[src/rtl/fd_pkg.sv]
package fd_pkg;

    localparam int ADDR_W  = 8;
    localparam int DATA_W  = 16;
    localparam int N_ENG   = 4;
    localparam int ENG_W   = $clog2(N_ENG);

    typedef enum logic [1:0] {
        OP_NONE  = 2'd0,
        OP_READ  = 2'd1,
        OP_PROG  = 2'd2,
        OP_ERASE = 2'd3
    } op_e;

    typedef enum logic [1:0] {
        SEL_OPC  = 2'd0,
        SEL_ADDR = 2'd1,
        SEL_DATA = 2'd2,
        SEL_RSVD = 2'd3
    } hsel_e;

    typedef struct packed {
        op_e               op;
        logic [ADDR_W-1:0] addr;
        logic [DATA_W-1:0] data;
    } cmd_t;

    function automatic logic [ENG_W-1:0] blk_of(input logic [ADDR_W-1:0] a);
        return a[ADDR_W-1 -: ENG_W];
    endfunction

endpackage

[src/rtl/fd_host_port.sv]
module fd_host_port
    import fd_pkg::*;
#(
    parameter int ADDR_LIMIT = 240
) (
    input  logic              clk,
    input  logic              rst,
    input  logic              we,
    input  logic [1:0]        sel,
    input  logic [DATA_W-1:0] wdata,
    output logic [ADDR_W-1:0] addr_q,
    output logic              launch,
    output cmd_t              launch_cmd
);

    op_e               op_q;
    logic [ADDR_W-1:0] new_addr;
    logic              addr_take;

    assign new_addr  = wdata[ADDR_W-1:0];
    assign addr_take = (32'(new_addr) < ADDR_LIMIT) && (new_addr != addr_q);

    always_ff @(posedge clk) begin
        if (rst) begin
            op_q   <= OP_NONE;
            addr_q <= '0;
        end else if (we) begin
            case (hsel_e'(sel))
                SEL_OPC:  op_q <= op_e'(wdata[1:0]);
                SEL_ADDR: if (addr_take) addr_q <= new_addr;
                default:  ;
            endcase
        end
    end

    assign launch          = we && (hsel_e'(sel) == SEL_DATA) && (op_q != OP_NONE);
    assign launch_cmd.op   = op_q;
    assign launch_cmd.addr = addr_q;
    assign launch_cmd.data = wdata;

endmodule

[src/rtl/fd_cmd_queue.sv]
module fd_cmd_queue
    import fd_pkg::*;
#(
    parameter int DEPTH = 4
) (
    input  logic clk,
    input  logic rst,
    input  logic push,
    input  cmd_t din,
    input  logic pop,
    output cmd_t dout,
    output logic empty,
    output logic full
);

    localparam int PW = (DEPTH > 1) ? $clog2(DEPTH) : 1;

    cmd_t        mem [DEPTH];
    logic [PW:0] wr_p, rd_p;

    assign empty = (wr_p == rd_p);
    assign full  = (wr_p[PW-1:0] == rd_p[PW-1:0]) && (wr_p[PW] != rd_p[PW]);
    assign dout  = mem[rd_p[PW-1:0]];

    always_ff @(posedge clk) begin
        if (rst) begin
            wr_p <= '0;
            rd_p <= '0;
        end else begin
            if (push && !full) begin
                mem[wr_p[PW-1:0]] <= din;
                wr_p <= wr_p + 1'b1;
            end
            if (pop && !empty) rd_p <= rd_p + 1'b1;
        end
    end

endmodule

[src/rtl/fd_local_engine.sv]
module fd_local_engine
    import fd_pkg::*;
#(
    parameter int LAT_READ  = 3,
    parameter int LAT_PROG  = 8,
    parameter int LAT_ERASE = 12
) (
    input  logic clk,
    input  logic rst,
    input  logic start,
    input  cmd_t start_cmd,
    input  logic q_avail,
    input  cmd_t q_cmd,
    output logic q_pop,
    output logic idle,
    output logic busy,
    output logic done,
    output logic sense_req,
    output logic pump_req,
    output cmd_t cur_cmd
);

    localparam int LMAX0 = (LAT_READ > LAT_PROG) ? LAT_READ : LAT_PROG;
    localparam int LMAX  = (LMAX0 > LAT_ERASE) ? LMAX0 : LAT_ERASE;
    localparam int CW    = $clog2(LMAX + 1);

    typedef enum logic [1:0] {E_IDLE, E_PREP, E_RUN, E_DONE} est_e;

    est_e          st;
    logic [CW-1:0] cnt;
    logic          active;

    function automatic logic [CW-1:0] run_len(input op_e op);
        case (op)
            OP_READ:  return CW'(LAT_READ - 1);
            OP_PROG:  return CW'(LAT_PROG - 1);
            default:  return CW'(LAT_ERASE - 1);
        endcase
    endfunction

    assign q_pop = q_avail && ((st == E_IDLE) || (st == E_DONE));

    always_ff @(posedge clk) begin
        if (rst) begin
            st      <= E_IDLE;
            cnt     <= '0;
            cur_cmd <= '0;
        end else begin
            case (st)
                E_IDLE: begin
                    if (q_avail) begin
                        cur_cmd <= q_cmd;
                        st      <= E_PREP;
                    end else if (start) begin
                        cur_cmd <= start_cmd;
                        st      <= E_PREP;
                    end
                end
                E_PREP: begin
                    cnt <= run_len(cur_cmd.op);
                    st  <= E_RUN;
                end
                E_RUN: begin
                    if (cnt == '0) st <= E_DONE;
                    else           cnt <= cnt - 1'b1;
                end
                default: begin
                    if (q_avail) begin
                        cur_cmd <= q_cmd;
                        st      <= E_PREP;
                    end else begin
                        st      <= E_IDLE;
                    end
                end
            endcase
        end
    end

    assign active    = (st == E_PREP) || (st == E_RUN);
    assign idle      = (st == E_IDLE);
    assign busy      = !idle;
    assign done      = (st == E_DONE);
    assign sense_req = active && (cur_cmd.op == OP_READ);
    assign pump_req  = active && (cur_cmd.op != OP_READ);

endmodule

[src/rtl/flash_dispatch.sv]
module flash_dispatch
    import fd_pkg::*;
#(
    parameter int QDEPTH     = 4,
    parameter int LAT_READ   = 3,
    parameter int LAT_PROG   = 8,
    parameter int LAT_ERASE  = 12,
    parameter int ADDR_LIMIT = 240
) (
    input  logic                    clk,
    input  logic                    rst,
    input  logic                    host_we,
    input  logic [1:0]              host_sel,
    input  logic [DATA_W-1:0]       host_wdata,
    output logic                    host_ready,
    output logic                    ovf_flag,
    output logic [N_ENG-1:0]        eng_busy,
    output logic [N_ENG-1:0]        eng_done,
    output logic [N_ENG-1:0]        sense_req,
    output logic [N_ENG-1:0]        pump_req,
    output logic [2*N_ENG-1:0]      eng_op,
    output logic [ADDR_W*N_ENG-1:0] eng_addr,
    output logic [DATA_W*N_ENG-1:0] eng_data
);

    logic [ADDR_W-1:0] addr_q;
    logic              launch;
    cmd_t              launch_cmd;
    logic [ENG_W-1:0]  tgt;

    logic [N_ENG-1:0] hit, e_start, q_push, q_pop, q_empty, q_full, e_idle, drop;
    cmd_t             q_dout [N_ENG];
    cmd_t             e_cur  [N_ENG];

    fd_host_port #(.ADDR_LIMIT(ADDR_LIMIT)) u_host (
        .clk        (clk),
        .rst        (rst),
        .we         (host_we),
        .sel        (host_sel),
        .wdata      (host_wdata),
        .addr_q     (addr_q),
        .launch     (launch),
        .launch_cmd (launch_cmd)
    );

    assign tgt = blk_of(addr_q);

    for (genvar g = 0; g < N_ENG; g++) begin : g_eng
        assign hit[g]     = launch && (tgt == ENG_W'(g));
        assign e_start[g] = hit[g] && e_idle[g] && q_empty[g];
        assign q_push[g]  = hit[g] && !e_start[g] && !q_full[g];
        assign drop[g]    = hit[g] && !e_start[g] && q_full[g];

        fd_cmd_queue #(.DEPTH(QDEPTH)) u_q (
            .clk   (clk),
            .rst   (rst),
            .push  (q_push[g]),
            .din   (launch_cmd),
            .pop   (q_pop[g]),
            .dout  (q_dout[g]),
            .empty (q_empty[g]),
            .full  (q_full[g])
        );

        fd_local_engine #(
            .LAT_READ  (LAT_READ),
            .LAT_PROG  (LAT_PROG),
            .LAT_ERASE (LAT_ERASE)
        ) u_eng (
            .clk       (clk),
            .rst       (rst),
            .start     (e_start[g]),
            .start_cmd (launch_cmd),
            .q_avail   (!q_empty[g]),
            .q_cmd     (q_dout[g]),
            .q_pop     (q_pop[g]),
            .idle      (e_idle[g]),
            .busy      (eng_busy[g]),
            .done      (eng_done[g]),
            .sense_req (sense_req[g]),
            .pump_req  (pump_req[g]),
            .cur_cmd   (e_cur[g])
        );

        assign eng_op[2*g +: 2]           = e_cur[g].op;
        assign eng_addr[ADDR_W*g +: ADDR_W] = e_cur[g].addr;
        assign eng_data[DATA_W*g +: DATA_W] = e_cur[g].data;
    end

    assign host_ready = !q_full[tgt];

    always_ff @(posedge clk) begin
        if (rst) ovf_flag <= 1'b0;
        else if (|drop) ovf_flag <= 1'b1;
    end

endmodule

[config.mk]
export PLATFORM = sky130hd
export DESIGN_NAME = flash_dispatch
export DESIGN_NICKNAME = d
export VERILOG_FILES = /design/src/rtl/fd_pkg.sv /design/src/rtl/fd_host_port.sv /design/src/rtl/fd_cmd_queue.sv /design/src/rtl/fd_local_engine.sv /design/src/rtl/flash_dispatch.sv
export SDC_FILE = /design/constraint.sdc
export NUM_CORES = 1
export LEC_CHECK = 0
export ABC_AREA = 1
export BUFFER_PORTS_ARGS = -buffer_cell sky130_fd_sc_hd__buf_4
export CAP_MARGIN = 30
export CORE_UTILIZATION = 66
export CTS_CLUSTER_SIZE = 40
export DETAILED_ROUTE_END_ITERATION = 6
export PLACE_DENSITY_LB_ADDON = 0.08
export SLEW_MARGIN = 20
export SYNTH_ARGS = -nofsm -noshare
export SYNTH_HDL_FRONTEND = slang
export SYNTH_SLANG_ARGS = --single-unit
[constraint.sdc]
create_clock -name clk -period 7.85 [get_ports clk]
set_clock_uncertainty 0.2 [all_clocks]
set_input_delay 1.9625 -clock clk [delete_from_list [all_inputs] [get_ports clk]]
set_output_delay 1.9625 -clock clk [all_outputs]
set_load 0.02 [all_outputs]
==> results.toml <==
[power_and_ir_drop]
pwr-share-comb = 0.387
power.switching_mw = 4.203
power.share.switching = 0.3906
ir_worst_vdd_uv = 271.1
internal_dissipation_mw = 6.558
power.share.sequential = 0.360
p_clk_frac = 0.253
power_per_cell_area_nw_per_um2 = 374.1
total_leakage_power_nw = 11.63
power_mw = 10.76

[timing]
max_slew_margin = 0.3573
rsz0062_at_grt = "false"
tightestPinTransition_ps = 961.8
fin_crit_ps = 4473
timing_max_transition_violations_final = 0
max_freq_mhz = 223.6
holdWs_ps = 269.6
timing.setup.tns_ps = 0
period_utilization = 0.5698
hold_viol = 0
finalSetupViolCount = 0

[floorplan]
start_util = 0.6748
boundaryPins = 143
die_w_um = 198.7
num_rows = 71
die_area_sq_um = 39480
dieHeight_um = 198.7
placeableCoreArea_sq_um = 37840

[critical_path]
required_ps = 5690
setup.worst_path.start_class = "flop"
timing.reg2reg.worst_path_depth = 11
worst-setup-path-type = "reg2out"
timing.critical_path.fanout_max = 13
regToRegStartpoint = "g_eng[0].u_q.wr_p[1]$_SDFFE_PP0P_"
timing.reg2reg.setup_slack_ps = 4400
rr_endpoint = "g_eng[0].u_q.mem[0][16]$_DFFE_PP_"
end_kind = "output pin"
timing.critical_path.arrival_ps = 2310

[grt]
global_route_wire_length_before_repair_um = 98750
grt_start_max_net_pins = 84
grt_remaining_overflow = 0
first_global_vias = 18340
initial_antenna_violation_count = 2
groute.usage.overall = 0.3307

[cts]
clock_pin_slew_worst_setup_and_hold_paths_ps = 60
cts_buffer_depth = 3
cts_hold_buf = 0
worstSkewPairLatency_ps = 620
tritoncts = "yes"
clock_sinks = 587
cts.repair.resized = 0
ctsRootBufferMaster = "clkbuf_16"
tritoncts.num_buffers = 56
htreeDepth = 2
post_cts.repair.setup_buffers = 0

[cells_and_area]
finalNetCount = 2866
n_antenna_cell = 0
areaGrowthSynthToFinish_pct = 12.66
drive_gt1_frac = 0.1095
final_cell_count_no_fill = 3350

[placed_design]
routabilityCongestion = 0.8628
place_inst = 3243
port-buffer-count = 142
hpwlAfterDp_um = 38000

[status]
run_status = "finished clean"

[routing]
dr_total_vias = 19250
routed_via_density = 5.746
wl_um = 64100
remaining_drc_errors = 0
first_iter_violations = 1997
avgRoutedWirePerCell_um = 19.13
dr_pass1_iterations = 6
postRouteAntennaNets = 0

[yosys]
synth_warnings = 0
net_count_synth = 2777
synthDistinctLibCells = 34
syn_area_per_cell_sq_um = 9.444
syn-cell-area_sq_um = 25540
synth.yosys.seq_area_share = 0.6233
postSynthCellCount = 2704
ys_seq_elements = 587

[worst_hold_path]
min_delay_worst_endpoint = "g_eng[1].u_eng.cnt[2]$_SDFFE_PP0P_"
min-delay-path-class = "reg2reg"
min_delay_path_depth = 2
hold_path_startpoint = "g_eng[1].u_eng.cnt[2]$_SDFFE_PP0P_"

[job]
max-cap-violations = 0
==> cell families after synthesis <==
family / share of synthesized area
xor gates and xnor gates: 0.007889
buffers and inverters: 0.06159
adders and majority gates: 0.02548
and+or+nand+nor: 0.1882
AOI/OAI and AO/OA: 0.09359
DFF: 0.6233
==> worst max-delay path, cell delays in order (launching register included) <==
cell	delay (ps)
dfxtp_1	640
buf_4	320
inv_2	70
nor2_1	160
nand2_1	90
o2111ai_1	200
buf_4	220
==> layout make-up <==
| type | count | area (sq um) |
|---|---|---|
| clock inverters | 25 | 285.3 |
| multi-input cells | 1751 | 8108 |
| flip-flops and latches | 587 | 15920 |
| inverters | 215 | 809.5 |
| fillers | 2560 | 9075 |
| well taps | 511 | 639.4 |
| repair buffers | 182 | 1439 |
| clock buffers | 79 | 1569 |
==> sequential cells by signal, summed over array words and instances, names as in the netlist, named ones only <==
register,count
g_eng.u_q.mem,416
u_host.addr_q,8
ovf_flag,1
g_eng.u_eng.cnt,16
g_eng.u_q.rd_p,12
u_host.op_q,2
g_eng.u_q.wr_p,12
g_eng.u_eng.st,8
g_eng.u_eng.cur_cmd,104
==> per-layer routing <==
metal	track usage	vias up	share of wire
li1	-	9111	-
met1	0.4438	9065	0.40
met2	0.5389	930	0.47
met3	0.06053	144	0.10
met4	0.1254	0	0.036
met5	0	-	0
==> power by group through the flow <==
stage               registers, mW  clock network (mW)  logic [mW]
floorplan                    4.15                   0        2.66
global placement             3.92                   0        3.93
detailed placement           3.94                   0        4.07
CTS                          3.88                2.75        4.11
global route                 3.91                2.86        4.63
finish                       3.88                2.72        4.16
==> through the flow <==
stage | worst slack, ps | cell area, sq um | utilization
2_1_floorplan | 3365 | 25540 | -
4_1_cts | 3222 | 28720 | 0.7590
5_1_grt | 3290 | 28770 | 0.7602
6_report | 3377 | 28770 | 0.7602
3_3_place_gp | 3124 | 26770 | 0.7073
3_5_place_dp | 3375 | 26870 | 0.7100
==> layout by cell type (no fill, tap or decap), drive strengths merged <==
master and instances:
bufinv 6, edfxtp 416, nand3b 2, dfxtp 171, clkbuf 79, a31oi 3, nand2 443, a41oi 1
buf 182, o2111ai 1, nand3 147, nand4 4, nor2 610, o21bai 7, xnor2 9, o22ai 5
clkinv 19, inv 214, o21ai 360, a211oi 1, clkinvlp 1, a21oi 92, ha 52, xor2 14
==> cell usage after synthesis (all sizes together) <==
library cell  number  area (sq um)
nor2             610          2315
nand2            443          1693
edfxtp           416         12490
o21ai            360          1802
inv              213         799.5
dfxtp            171          3423
nand3            147         758.2
a21oi             92         460.4
buf               79         494.2
clkbuf            72         271.5
ha                52         650.6
xor2              14         122.6
xnor2              9         78.83
o21bai             7         52.55
o22ai              5         31.28
nand4              4         25.02
a31oi              3         18.77
clkinv             2         7.510
nand3b             2         15.01
a211oi             1         7.510
a41oi              1         8.760
o2111ai            1         8.760
==> worst max-delay path by stage <==
stage / end / from / depth (start not counted)
4_1_cts: host_ready / u_host.addr_q[6]$_SDFFE_PP0P_ / 3
3_5_place_dp: g_eng[0].u_q.mem[2][13]$_DFFE_PP_ / rst / 4
2_1_floorplan: g_eng[1].u_q.mem[0][0]$_DFFE_PP_ / host_we / 8
5_1_grt: host_ready / u_host.addr_q[7]$_SDFFE_PP0P_ / 6
3_3_place_gp: g_eng[0].u_q.mem[2][11]$_DFFE_PP_ / rst / 4
6_report: host_ready / u_host.addr_q[7]$_SDFFE_PP0P_ / 6
Power figures use the tool's default switching activity.
